`src/rtl/mc_cell_pkg.sv`:
```
// Package: shared types for the macrocell register.
// Assumes: nothing beyond IEEE 1800-2017.
package mc_cell_pkg;
    typedef enum logic [1:0] {
        CE_CELL     = 2'd0,
        CE_CELL_INV = 2'd1,
        CE_SHARED   = 2'd2,
        CE_ALWAYS   = 2'd3
    } ce_sel_e;
endpackage

```
`src/rtl/mc_ce_mux.sv`:
```
// Module: 4:1 clock-enable source selector.
// Assumes: sel is static during operation.
module mc_ce_mux
    import mc_cell_pkg::*;
(
    input  logic [1:0] sel,
    input  logic       cell_term,
    input  logic       shared_term,
    output logic       ce
);
    // Pick the enable source from the select code.
    always_comb begin
        unique case (ce_sel_e'(sel))
            CE_CELL:     ce = cell_term;
            CE_CELL_INV: ce = ~cell_term;
            CE_SHARED:   ce = shared_term;
            default:     ce = 1'b1;
        endcase
    end
endmodule

```
`src/rtl/mc_sr_steer.sv`:
```
// Module: set/clear steering. It merges the group term with the per-cell
// lines, applies the role exchange, and derives the power-up value.
// Assumes: swap and init_en are static.
module mc_sr_steer (
    input  logic grp_init,
    input  logic pt_set,
    input  logic pt_clr,
    input  logic swap,
    input  logic init_en,
    output logic force_en,
    output logic force_val,
    output logic pwr_val
);
    logic line_clr;
    logic line_set;

    // Merge the raw lines; the clear-role line takes priority.
    always_comb begin
        line_clr  = grp_init | pt_clr;
        line_set  = pt_set;
        force_en  = init_en & (line_clr | line_set);
        force_val = line_clr ? swap : ~swap;
        pwr_val   = init_en & swap;
    end
endmodule

```
`src/rtl/mc_hold_timer.sv`:
```
// Module: counts down the edges to ignore after power-on.
// Assumes: load_val is stable while rst_n is low.
module mc_hold_timer #(
    parameter int DLY_W = 8
) (
    input  logic             clk,
    input  logic             rst_n,
    input  logic [DLY_W-1:0] load_val,
    output logic             holding
);
    logic [DLY_W-1:0] cnt;

    // Load on power-on, then count down to zero.
    always_ff @(posedge clk) begin
        if (!rst_n)
            cnt <= load_val;
        else if (cnt != '0)
            cnt <= cnt - 1'b1;
    end

    assign holding = (cnt != '0);


    cnt_down_chk: assert property (@(posedge clk) disable iff (!rst_n)
        (cnt != '0) |=> (cnt == $past(cnt) - 1'b1));
endmodule

```
`src/rtl/mc_cell_reg.sv`:
```
// Module: configurable macrocell register (top). It has a selected
// clock-enable, set/clear lines that act at once, and a power-up value
// and hold window that depend on the configuration.
// Assumes: cfg_* inputs change only while rst_n is low. Set/clear pulses
// are kept only when they span a rising edge.
module mc_cell_reg #(
    parameter int DLY_W = 8
) (
    input  logic             clk,
    input  logic             rst_n,
    input  logic             d,
    input  logic             shared_term,
    input  logic             cell_term,
    input  logic             grp_init,
    input  logic             sr_pt_set,
    input  logic             sr_pt_clr,
    input  logic [1:0]       cfg_ce_sel,
    input  logic             cfg_swap,
    input  logic             cfg_init_en,
    input  logic [DLY_W-1:0] cfg_delay,
    output logic             q
);
    logic ce;
    logic force_en;
    logic force_val;
    logic pwr_val;
    logic holding;
    logic q_reg;

    mc_ce_mux u_ce (
        .sel         (cfg_ce_sel),
        .cell_term   (cell_term),
        .shared_term (shared_term),
        .ce          (ce)
    );

    mc_sr_steer u_sr (
        .grp_init  (grp_init),
        .pt_set    (sr_pt_set),
        .pt_clr    (sr_pt_clr),
        .swap      (cfg_swap),
        .init_en   (cfg_init_en),
        .force_en  (force_en),
        .force_val (force_val),
        .pwr_val   (pwr_val)
    );

    mc_hold_timer #(.DLY_W(DLY_W)) u_tmr (
        .clk      (clk),
        .rst_n    (rst_n),
        .load_val (cfg_delay),
        .holding  (holding)
    );

    // Storage: power-up load, forced capture, or enabled data load.
    always_ff @(posedge clk) begin
        if (!rst_n)
            q_reg <= pwr_val;
        else if (force_en)
            q_reg <= force_val;
        else if (!holding && ce)
            q_reg <= d;
    end

    // Output: the set/clear lines override the register at once.
    assign q = force_en ? force_val : q_reg;


    clr_role_chk: assert property (@(posedge clk) disable iff (!rst_n)
        (cfg_init_en && !cfg_swap && (grp_init || sr_pt_clr)) |-> !q);

    swap_set_chk: assert property (@(posedge clk) disable iff (!rst_n)
        (cfg_init_en && cfg_swap && (grp_init || sr_pt_clr)) |-> q);

    set_role_chk: assert property (@(posedge clk) disable iff (!rst_n)
        (cfg_init_en && !cfg_swap && sr_pt_set && !grp_init && !sr_pt_clr) |-> q);

    hold_window_chk: assert property (@(posedge clk) disable iff (!rst_n)
        (holding && !force_en) |=> $stable(q_reg));
endmodule

```
`config.mk`:
```
export PLATFORM = sky130hd
export DESIGN_NAME = mc_cell_reg
export DESIGN_NICKNAME = d
export VERILOG_FILES = /design/src/rtl/mc_cell_pkg.sv /design/src/rtl/mc_ce_mux.sv /design/src/rtl/mc_sr_steer.sv /design/src/rtl/mc_hold_timer.sv /design/src/rtl/mc_cell_reg.sv
export SDC_FILE = /design/constraint.sdc
export NUM_CORES = 1
export LEC_CHECK = 0
export BUFFER_PORTS_ARGS = -buffer_cell sky130_fd_sc_hd__buf_2
export CAP_MARGIN = 40
export CORE_MARGIN = 5
export CORE_UTILIZATION = 30
export DETAILED_ROUTE_END_ITERATION = 12
export PLACE_DENSITY = 0.49
export SETUP_SLACK_MARGIN = 0.02
export SLEW_MARGIN = 20
export SYNTH_ARGS = -nofsm -noshare
export SYNTH_HDL_FRONTEND = slang
export SYNTH_HIERARCHICAL = 1
export SYNTH_SLANG_ARGS = --single-unit
export TNS_END_PERCENT = 10
```
`constraint.sdc`:
```
create_clock -name clk -period 1.9 [get_ports clk]
set_input_delay 0.475 -clock clk [delete_from_list [all_inputs] [get_ports clk]]
set_output_delay 0.475 -clock clk [all_outputs]
set_load 0.05 [all_outputs]
```
Yosys cells after proc, flatten, opt, wreduce, memory -nomap -nowiden
Index checks and enable logic that the tools add are counted.

cells by class
  add/sub/neg operators = 1
  equality and inequality tests = 4
  mux-type cells = 8
  bitwise operators = 6
  reduce and logical (&&, ||, !) cells = 4

operators by type and width
  cell                 number
  $mux 8               2
  $reduce_bool 8->1    1
  $sub 8x1->8 const B  1
  $mux 1               5
  $ne 3x1->1 const B   1
  $pmux 1 s3           1
  $and 1x1->1          2
  $eq 2x1->1 const B   1
  $eq 2x2->1 const B   1
  $logic_not 2->1      1
  $ne 2x1->1 const B   1
  $not 1->1            2
  $or 1x1->1           2
  $logic_and 1x1->1    1
  $logic_not 1->1      1

word-level totals
  register bits after elaboration = 9
  bits of input ports = 20

Longest topological paths before layout
  depth after elaboration = 6
  mapped depth = 5

By module
The synthesis kept the hierarchy.

by module, submodules not included
  module         instances  cells an instance  area each (µm²)
  mc_hold_timer  1          46                 478.0
  mc_cell_reg    1          7                  73.8
  mc_sr_steer    1          4                  27.5
  mc_ce_mux      1          3                  18.8

Least setup slack after synthesis
No wires, ideal clock.

  path type = register to register
  start point = register u_tmr.cnt[0]
  end point = register u_tmr.cnt[6] (data pin)
  setup time = 0.152 ns
  arrival time = 1.538 ns
  setup slack = 0.211 ns
  cell stages (with the launch flop) = 6
  buffers on the path = 0
  clock period less this slack = 1.689 ns
  cell sequence = edfxtp_1 -> inv_1 -> ha_1 -> or4b_4 -> or3_1 -> a31oi_1

on the way
  word-level cells in the longest chain between the ends = 3

RTL lines
  what                    RTL line             RTL
  start, declared         mc_hold_timer.sv:11  logic [DLY_W-1:0] cnt;
  start signal, assigned  mc_hold_timer.sv:16  cnt <= load_val;
  start signal, assigned  mc_hold_timer.sv:18  cnt <= cnt - 1'b1;
  $sub 8x1->8             mc_hold_timer.sv:18
  $mux 8                  mc_hold_timer.sv:17  else if (cnt != '0)
  $mux 8                  mc_hold_timer.sv:15  if (!rst_n)

No other way between the ends. The select of a mux whose other input is x is not followed.
A chain may end at the register's enable or synchronous reset.

Final worst setup path
  start point = input port sr_pt_clr
  end point = output port q

on the way
  word-level cells in the longest chain between the ends = 4
  elaborated cells on any way between the ends = 5
  those cells by class = mux: 2; bitwise: 3

RTL lines
  what                RTL line           RTL
  start, declared     mc_cell_reg.sv:16  input logic sr_pt_clr,
  $or 1x1->1          mc_sr_steer.sv:19  line_clr = grp_init | pt_clr;
  $or 1x1->1          mc_sr_steer.sv:21  force_en = init_en & (line_clr | line_set);
  $and 1x1->1         mc_sr_steer.sv:21
  named net force_en  mc_cell_reg.sv:24  logic force_en;
  $mux 1              mc_cell_reg.sv:66  assign q = force_en ? force_val : q_reg;
  end, declared       mc_cell_reg.sv:21  output logic q

The timed path passes the listed nets, and every way through them passes these cells.

==> flow_metrics.env <==
export IMPL_syn_inst=60
export IMPL_cts_tree="done"
export IMPL_reg2reg_to="u_tmr/cnt[6]$_DFFE_PP_"
export IMPL_drive_above_1_share_pct=38.6
export IMPL_p_seq_share_pct=49.1
export IMPL_slew_headroom_pct=76.6
export IMPL_grt_first_pass_wirelength_microns=1990
export IMPL_start_util_pct=31.1
export IMPL_synth_avg_cell_area_sq_um=9.97
export IMPL_switchingPower_uw=161
export IMPL_crit_fanout=2
export IMPL_min_delay_path_class="in2reg"
export IMPL_final_setup_tns_ns=0
export IMPL_p_leak_nw=0.321
export IMPL_wl_microns=1290
export IMPL_fp_coreArea_sq_um=1920
export IMPL_synthFlopType="edfxtp_1"
export IMPL_r2r_start="u_tmr/cnt[1]$_DFFE_PP_"
export IMPL_yosys_warnings=6
export IMPL_synth_seq_cells=9
export IMPL_fmax_ghz=0.540
export IMPL_seq_area_frac_synth_pct=45.2
export IMPL_vias_per_cell=4.65
export IMPL_drv_cap=0
export IMPL_wire_per_inst_microns=11.2
export IMPL_path_class="in2out"
export IMPL_ant_nets=0
export IMPL_diodes=0
export IMPL_nFillCells=210
export IMPL_grt_ovfl_total=0
export IMPL_synthArstFlopShare_pct=0
export IMPL_dr_first_iter_drc_count=8
export IMPL_num_vias=535
export IMPL_finalHoldViolCount=0
export IMPL_htree_levels=1
export IMPL_grt_use_total_pct=10.1
export IMPL_numCtsBuffers=3
export IMPL_drt_pass1_iter_count=4
export IMPL_rsz0062_at_grt="false"
export IMPL_io_pins=21
export IMPL_clk_latency_ns=0.26
export IMPL_power_uw=559
export IMPL_min_period_ns=1.85
export IMPL_status="finished clean"
export IMPL_syn_num_nets=82
export IMPL_rows=16
export IMPL_grt_max_degree=19
export IMPL_drc=0
export IMPL_cp_end_kind="primary output"
export IMPL_clkTransAtPathRegs_ns=0.06
export IMPL_grt_pass1_vias=493
export IMPL_r2r_cells=5
export IMPL_fin_util_pct=41.9
export IMPL_ys_types=25
export IMPL_required_ns=1.42
export IMPL_start_kind="primary input"
export IMPL_finalWeightedCongestion=0.654
export IMPL_hold_path_end="u_tmr/cnt[0]$_DFFE_PP_"
export IMPL_worstHoldStart="cfg_delay[0]"
export IMPL_power_share_clock_pct=27.5
export IMPL_drv_slew=0
export IMPL_syn_to_final_growth_pct=34.5
export IMPL_setup_viol_count_final=0
export IMPL_fin_nets=111
export IMPL_worst_pin_slew_ns=0.347
export IMPL_critical_path_arrival_ns=1.38
export IMPL_portBuffers=20
export IMPL_finalCritPeriodShare_pct=97.5
export IMPL_root_buffer="clkbuf_4"
export IMPL_hold_ws_ns=0.512
export IMPL_antenna_found_initial=0
export IMPL_ir_drop_v=0.000273
export IMPL_netlist_area_sq_um=598
export IMPL_die_h_microns=54.7
export IMPL_rrSetupSlack_ns=0.16
export IMPL_die_w_microns=54.7
export IMPL_swShare_pct=28.8
export IMPL_clock_sinks=9
export IMPL_dpl_hpwl_microns=976
export IMPL_clockBufferDepth=2
export IMPL_synth_edf_count=9
export IMPL_largest_reg_flops=8
export IMPL_skew_ns=0.00288
export IMPL_p_int_uw=398
export IMPL_p_per_area_nw_per_um2=694
export IMPL_holdBufCountCts=0
export IMPL_whs_path_depth=2
export IMPL_combinationalPowerShare_pct=23.4
export IMPL_design_die_area_sq_um=2990
-- cell usage in the layout (no fill, tap or decap) --
master    instances
nand2b_1          3
nand3_1           1
or4_1             2
or3_1             3
ha_1              1
o21ai_0           4
nand3b_1          1
nor3_1            1
xnor2_1           2
buf_4             5
inv_2             2
xor2_1            1
inv_1             1
and2_1            1
o31ai_1           1
o21ai_1           1
nor4_1            1
nor2_1            9
ha_4              1
a31oi_1           5
a21oi_1           2
clkbuf_4          3
mux2i_1           2
o31a_1            1
edfxtp_1          9
or4b_4            1
mux2_2            2
buf_2            20
nand4_1           1
clkbuf_1          1
-- timing repair --
item | CTS | global route
setup buffers | 0 | 2
resized for setup | 0 | 4
endpoints found under the setup margin | 0 | 1
-- worst max-delay path by stage --
| stage | from | end | slack, ns | depth (start not counted) |
|---|---|---|---|---|
| after floorplan | u_tmr/cnt[0]$_DFFE_PP_ | u_tmr/cnt[6]$_DFFE_PP_ | 0.21 | 5 |
| after global placement | sr_pt_clr | q | 0.06 | 4 |
| after detailed placement | sr_pt_clr | q | 0.06 | 4 |
| after CTS | sr_pt_clr | q | 0.05 | 4 |
| after global routing | u_tmr/cnt[0]$_DFFE_PP_ | u_tmr/cnt[6]$_DFFE_PP_ | 0.02 | 5 |
| final | sr_pt_clr | q | 0.05 | 4 |
-- synthesized netlist by cell type, types with 2 or more instances --
| cell | n | area share [%] |
|---|---|---|
| o21ai_0 | 4 | 3.3 |
| mux2_2 | 2 | 3.8 |
| xnor2_1 | 2 | 2.9 |
| a31oi_1 | 5 | 5.2 |
| ha_1 | 2 | 4.2 |
| edfxtp_1 | 9 | 45 |
| mux2i_1 | 2 | 3.3 |
| nand2b_1 | 3 | 3.1 |
| inv_1 | 3 | 1.9 |
| or4_1 | 2 | 2.5 |
| or3_1 | 3 | 3.1 |
| nor2_1 | 9 | 5.6 |
| a21oi_1 | 2 | 1.7 |
-- critical path, stage by stage --
cell	delay, ns
buf_2	0.11
o31a_1	0.32
mux2_2	0.27
buf_2	0.21
-- routing by layer --
layer / wire length (microns) / part of all wire, % / vias up / track usage, %
met2: 597 / 46 / 12 / 16.1
li1: - / - / 284 / -
met5: 0 / 0 / - / 0
met3: 87 / 6.7 / 4 / 3.81
met4: 26 / 2.0 / 0 / 8.71
met1: 578 / 45 / 235 / 10.3
-- power by group through the flow --
stage	sequential [mW]	combinational, mW	clock [mW]
6_report	0.274	0.131	0.154
5_1_grt	0.278	0.149	0.170
4_1_cts	0.273	0.117	0.165
3_5_place_dp	0.278	0.116	0
3_3_place_gp	0.276	0.114	0
2_1_floorplan	0.271	0.0786	0
-- cell families after synthesis --
| logic type | Yosys count | synth area share (%) |
|---|---|---|
| fa+ha+maj | 2 | 4.18 |
| flops | 9 | 45.2 |
| compound gates | 14 | 13.8 |
| simple gates | 24 | 22.8 |
| xor+xnor | 3 | 4.39 |
| mux | 4 | 7.11 |
| buf+inv | 4 | 2.51 |
-- final cells by class --
cell class,count,area (sq um),area share [%]
inverter,3,11.3,1.40
tap,27,33.8,4.20
multi-input combinational,47,325,40.4
timing repair buffer,25,138,17.1
clock buffer,4,26.3,3.27
sequential,9,270,33.6
-- stage by stage --
step           worst slack [ns]  cell area [sq um]  instances
3_3_place_gp             0.0587                751        109
4_1_cts                  0.0517                777        113
2_1_floorplan             0.211                598         60
6_report                 0.0479                805        115
3_5_place_dp             0.0596                751        109
5_1_grt                  0.0221                805        115
Power figures use the tool's default switching activity.
